File: config.mk
export PLATFORM = sky130hd
export DESIGN_NAME = vdac_front
export DESIGN_NICKNAME = d
export VERILOG_FILES = /design/src/rtl/vdac_pkg.sv /design/src/rtl/vdac_resolve.sv /design/src/rtl/vdac_chan_reg.sv /design/src/rtl/vdac_front.sv
export SDC_FILE = /design/constraint.sdc
export NUM_CORES = 1
export LEC_CHECK = 0
export ABC_CLOCK_PERIOD_IN_PS = 16900
export BUFFER_PORTS_ARGS = -buffer_cell sky130_fd_sc_hd__buf_2
export CORE_ASPECT_RATIO = 0.5
export CORE_MARGIN = 2
export CORE_UTILIZATION = 50
export DETAILED_ROUTE_END_ITERATION = 12
export GPL_TIMING_DRIVEN = 1
export PLACE_DENSITY = 0.7
export SLEW_MARGIN = 10
export SYNTH_ARGS = -nofsm -noshare
export SYNTH_HDL_FRONTEND = slang
export SYNTH_SLANG_ARGS = --single-unit
File: constraint.sdc
create_clock -name clk -period 16.9 [get_ports clk]
set_input_delay 3.38 -clock clk [delete_from_list [all_inputs] [get_ports clk]]
set_output_delay 3.38 -clock clk [all_outputs]
set_load 0.01 [all_outputs]
File: src/rtl/vdac_pkg.sv
package vdac_pkg;
  // Rounded data part of the level: code * span / full_code, to nearest.
  function automatic int unsigned data_mv(input int unsigned code,
                                          input int unsigned span,
                                          input int unsigned full_code);
    return (code * span + full_code / 2) / full_code;
  endfunction
endpackage

File: src/rtl/vdac_resolve.sv
module vdac_resolve #(
  parameter int CODE_W   = 8,
  parameter int LVL_W    = 11,
  parameter bit HAS_SYNC = 1'b0,
  parameter int PED_MV   = 54,
  parameter int SPAN_MV  = 660,
  parameter int SYNC_MV  = 286
) (
  input  logic [CODE_W-1:0] pix,
  input  logic              blank_n,
  input  logic              white,
  input  logic              sync,
  output logic [CODE_W-1:0] code,
  output logic              ped,
  output logic              cur,
  output logic              snc,
  output logic [LVL_W-1:0]  lvl
);
  import vdac_pkg::*;
  localparam int unsigned FULL = (1 << CODE_W) - 1;

  int unsigned sum;

  always_comb begin
    // blanking beats white, white beats pixel data
    if (!blank_n)   code = '0;
    else if (white) code = '1;
    else            code = pix;
    ped = blank_n;
    cur = blank_n;
    snc = HAS_SYNC && sync;
    sum = 0;
    if (blank_n) sum = PED_MV + data_mv(int'(code), SPAN_MV, FULL);
    if (snc)     sum = sum + SYNC_MV;
    lvl = LVL_W'(sum);
  end
endmodule

File: src/rtl/vdac_chan_reg.sv
module vdac_chan_reg #(
  parameter int CODE_W = 8,
  parameter int LVL_W  = 11
) (
  input  logic              clk,
  input  logic              rst,
  input  logic              hold,
  input  logic [CODE_W-1:0] code_d,
  input  logic              ped_d,
  input  logic              cur_d,
  input  logic              snc_d,
  input  logic [LVL_W-1:0]  lvl_d,
  output logic [CODE_W-1:0] code_q,
  output logic              ped_q,
  output logic              cur_q,
  output logic              snc_q,
  output logic [LVL_W-1:0]  lvl_q
);
  always_ff @(posedge clk) begin
    if (rst) begin
      code_q <= '0;
      ped_q  <= 1'b0;
      cur_q  <= 1'b0;
      snc_q  <= 1'b0;
      lvl_q  <= '0;
    end else if (!hold) begin
      code_q <= code_d;
      ped_q  <= ped_d;
      cur_q  <= cur_d;
      snc_q  <= snc_d;
      lvl_q  <= lvl_d;
    end
  end
endmodule

File: src/rtl/vdac_front.sv
module vdac_front #(
  parameter int CODE_W  = 8,
  parameter int NUM_CH  = 3,
  parameter int SYNC_CH = 1,
  parameter int LVL_W   = 11,
  parameter int PED_MV  = 54,
  parameter int SPAN_MV = 660,
  parameter int SYNC_MV = 286
) (
  input  logic                     clk,
  input  logic                     rst,
  input  logic                     sleep,
  input  logic [NUM_CH*CODE_W-1:0] pix_in,
  input  logic                     sync_in,
  input  logic                     blank_in,
  input  logic                     white_in,
  output logic [NUM_CH*CODE_W-1:0] code_out,
  output logic [NUM_CH-1:0]        ped_en,
  output logic [NUM_CH-1:0]        cur_en,
  output logic [NUM_CH-1:0]        sync_en,
  output logic [NUM_CH*LVL_W-1:0]  level_mv
);
  logic [NUM_CH-1:0] ped_q, cur_q, snc_q;

  for (genvar k = 0; k < NUM_CH; k++) begin : g_ch
    logic [CODE_W-1:0] code_d;
    logic              ped_d, cur_d, snc_d;
    logic [LVL_W-1:0]  lvl_d;

    vdac_resolve #(
      .CODE_W(CODE_W), .LVL_W(LVL_W), .HAS_SYNC(k == SYNC_CH),
      .PED_MV(PED_MV), .SPAN_MV(SPAN_MV), .SYNC_MV(SYNC_MV)
    ) u_res (
      .pix(pix_in[k*CODE_W +: CODE_W]), .blank_n(blank_in),
      .white(white_in), .sync(sync_in),
      .code(code_d), .ped(ped_d), .cur(cur_d), .snc(snc_d), .lvl(lvl_d)
    );

    vdac_chan_reg #(.CODE_W(CODE_W), .LVL_W(LVL_W)) u_reg (
      .clk(clk), .rst(rst), .hold(sleep),
      .code_d(code_d), .ped_d(ped_d), .cur_d(cur_d), .snc_d(snc_d), .lvl_d(lvl_d),
      .code_q(code_out[k*CODE_W +: CODE_W]), .ped_q(ped_q[k]), .cur_q(cur_q[k]),
      .snc_q(snc_q[k]), .lvl_q(level_mv[k*LVL_W +: LVL_W])
    );
  end

  // sleep gates every current enable without waiting for the clock
  assign ped_en  = sleep ? '0 : ped_q;
  assign cur_en  = sleep ? '0 : cur_q;
  assign sync_en = sleep ? '0 : snc_q;
endmodule

==> impl_metrics.toml <==
[global_routing]
grt_max_degree = 63
antenna_found_initial = 0
first_global_vias = 19900
track_usage = 0.299
overflow = 0
grt_pass1_wl_mm = 99.8

[sta]
fmax_mhz = 61.4
slew_headroom = 0.225
final_hold_viol_count = 0
tightest_slew_ns = 1.16
maxSlewViolCount = 0
worst_slack_ns = 0.613
finalCritPeriodShare = 0.964
setup_viol = 0
finalClockSkew_ns = 0
min_period_ns = 16.29
fin_hold_ws_ns = 0.449

[logic_synthesis]
ys_seq_elements = 59
synth.top_cell.area_share = 0.0988
synthAdderAreaFrac = 0.118
synth-xor-area-share = 0.0969
synthMuxAreaShare = 0.0378
yosys.area_share.simple = 0.314
synth_warnings = 0
yosysTopAreaCell = "ha_1"
synth_top_family_by_area = "compound AO/OA/AOI/OAI gates"
synthArstFlopShare = 0
ys_types = 141
synth-compound-area-share = 0.332
synthTopCellsByArea = "ha_1 (9.9%), xnor2_1 (6.3%), dfxtp_1 (6.2%), nor2_1 (5.5%), nand2_1 (5.3%)"
synth_edf_count = 0
yosysSeqAreaShare = 0.0622
syn_inst = 2647
synth.avg_cell_area_um2 = 7.17
synthesis.area_um2 = 19000
synth_flop_cell = "dfxtp_1"
yosysMostFrequentCell = "nor2_1"
ys_top_cells_by_count = "nor2_1 (277), nand2_1 (269), ha_1 (150)"

[floorplanning]
dieArea_um2 = 39600
die_height_um = 142
row_count = 50
io_pins = 96
start_util = 0.508
die_w_um = 280
core-area_um2 = 37400

[clocking]
cts_made_buffers = 9
clk_latency_ns = 0.34
cts_tree = "built"
cts_root_buf = "clkbuf_16"
cts_max_level = 3
cts_sinks = 59
clk_path_buf_depth = 2
clkTransAtPathRegs_ns = 0.06

[hold_path]
hold_start = "g_ch[0].u_reg.lvl_q[4]$_SDFFE_PP0N_"
hold_class = "flop to flop"
hold_path_depth = 2
hold_end = "g_ch[0].u_reg.lvl_q[4]$_SDFFE_PP0N_"

[worst_setup_path]
crit_required_ns = 17.17
critPathSlowestCell = "or4b_4"
cpPeakStageDelay_ns = 0.55
path_max_fanout = 20
crit_arrival_ns = 16.55
cp_common_cell = "ha_1"
startpoint_type = "primary input"
r2r-start = "g_ch[0].u_reg.lvl_q[0]$_SDFFE_PP0N_"
reg2reg_setup_slack_ns = 15.88
critical_path_class = "primary input to flop"
worstReg2RegEnd = "g_ch[0].u_reg.lvl_q[0]$_SDFFE_PP0N_"
endpoint_kind = "flop"
r2r_cells = 4

[detailed_routing]
drt-initial-drc-count = 1736
wl_per_cell_um = 18.4
ant_nets = 0
drt-pass1-iter-count = 6
wl_mm = 62.0
vias_per_cell = 6.45
drc = 0
num_vias = 21800

[layout]
final_cell_count_no_fill = 3376
fin_util = 0.594
synthToLayoutAreaGrowth_pct = 17.0
nNetsFinal = 3075
fillers = 3472
diodes = 0
drive_above_1_share = 0.219

[status]
status = "finished, final reports clean"

[placement]
dp_slack_ns = -0.426
dpl.hpwl_mm = 49.7
dp.cells = 3345
io_buffers = 93
gp_congestion = 0.973

[run]
cap_viol_max_count = 0
[registers in the layout (all words and copies together), names as in the netlist]
register and count:
g_ch.u_reg.snc_q 1, g_ch.u_reg.ped_q 1, g_ch.u_reg.lvl_q 33, g_ch.u_reg.code_q 24
[layout make-up]
class	instances	area [um^2]	area share
Clock buffer	11	243	0.0109
Clock inverter	5	61.3	0.00276
Inverter	61	229	0.0103
Multi-Input combinational cell	2425	17700	0.797
Sequential cell	59	1180	0.0532
Tap cell	494	618	0.0278
Timing Repair Buffer	321	2180	0.0983
[layer usage]
metal | vias up | share of wire | global-route usage
li1 | 10600 | - | -
met1 | 10300 | 0.45 | 0.396
met2 | 696 | 0.47 | 0.518
met3 | 124 | 0.049 | 0.0263
met4 | 0 | 0.027 | 0.0867
met5 | - | 0 | 0
[metrics by stage]
| step | TNS, ns | area [um^2] |
|---|---|---|
| 2_1_floorplan | 0 | 19000 |
| 3_3_place_gp | -0.796 | 21200 |
| 3_5_place_dp | -1.27 | 21200 |
| 4_1_cts | 0 | 21500 |
| 5_1_grt | -0.443 | 22200 |
| 6_report | 0 | 22200 |
[how the worst max path moves through the flow]
stage                  start                                    to  slack (ns)
finish              white_in  g_ch[1].u_reg.lvl_q[10]$_SDFFE_PP0N_        0.61
global route        white_in   g_ch[2].u_reg.lvl_q[7]$_SDFFE_PP0N_       -0.11
CTS                 blank_in   g_ch[2].u_reg.lvl_q[7]$_SDFFE_PP0N_        0.01
detailed placement  white_in   g_ch[2].u_reg.lvl_q[7]$_SDFFE_PP0N_       -0.43
global placement    white_in   g_ch[2].u_reg.lvl_q[7]$_SDFFE_PP0N_       -0.32
floorplan           blank_in  g_ch[1].u_reg.lvl_q[10]$_SDFFE_PP0N_        0.07
[cells in the final DEF (no fill, tap or decap), types with 19 or more instances in the layout]
cell type / netlist / routed
a211o_1: 19 / 19
a211oi_1: 42 / 35
a21o_1: 37 / 36
a21oi_1: 147 / 142
a31oi_1: 50 / 48
and2_1: 41 / 40
and3_1: 34 / 33
buf_2: 26 / 92
buf_4: 10 / 227
dfxtp_1: 59 / 59
ha_1: 150 / 148
inv_1: 59 / 59
mux2_2: 19 / 19
mux2i_1: 40 / 35
nand2_1: 269 / 261
nand2b_1: 30 / 30
nand3_1: 103 / 100
nand4_1: 43 / 43
nor2_1: 277 / 265
nor3_1: 105 / 98
nor4_1: 32 / 27
o211ai_1: 47 / 47
o21a_1: 33 / 30
o21ai_0: 101 / 91
o21ai_1: 28 / 30
o22ai_1: 19 / 19
or2_2: 24 / 24
or3_1: 36 / 35
xnor2_1: 137 / 133
xor2_1: 52 / 49
[cell families after synthesis]
logic type | Yosys count
adders and majority gates | 169
and+or+nand+nor | 1145
muxes | 66
other | 1
xor gates and xnor gates | 198
AOI/OAI and AO/OA | 844
buffers and inverters | 165
DFF | 59
[what timing repair did]
action | CTS | global route
cloned | 0 | 1
hold buffers | 0 | 0
setup buffers | 0 | 14
gates resized for setup | 4 | 137
setup endpoints to repair | 2 | 28
pin swaps | 0 | 15
[worst max-delay path: cells and delay by family]
kind | cells | cell delay [ns]
mux | 2 | 0.61
simple gates | 20 | 5.53
buf+inv | 8 | 0.88
xor+xnor | 2 | 0.32
fa+ha+maj | 7 | 2.25
compound gates | 17 | 3.56
Power is not shown: default switching activity piles up to over one toggle a cycle in this logic, so the estimate is an artifact.
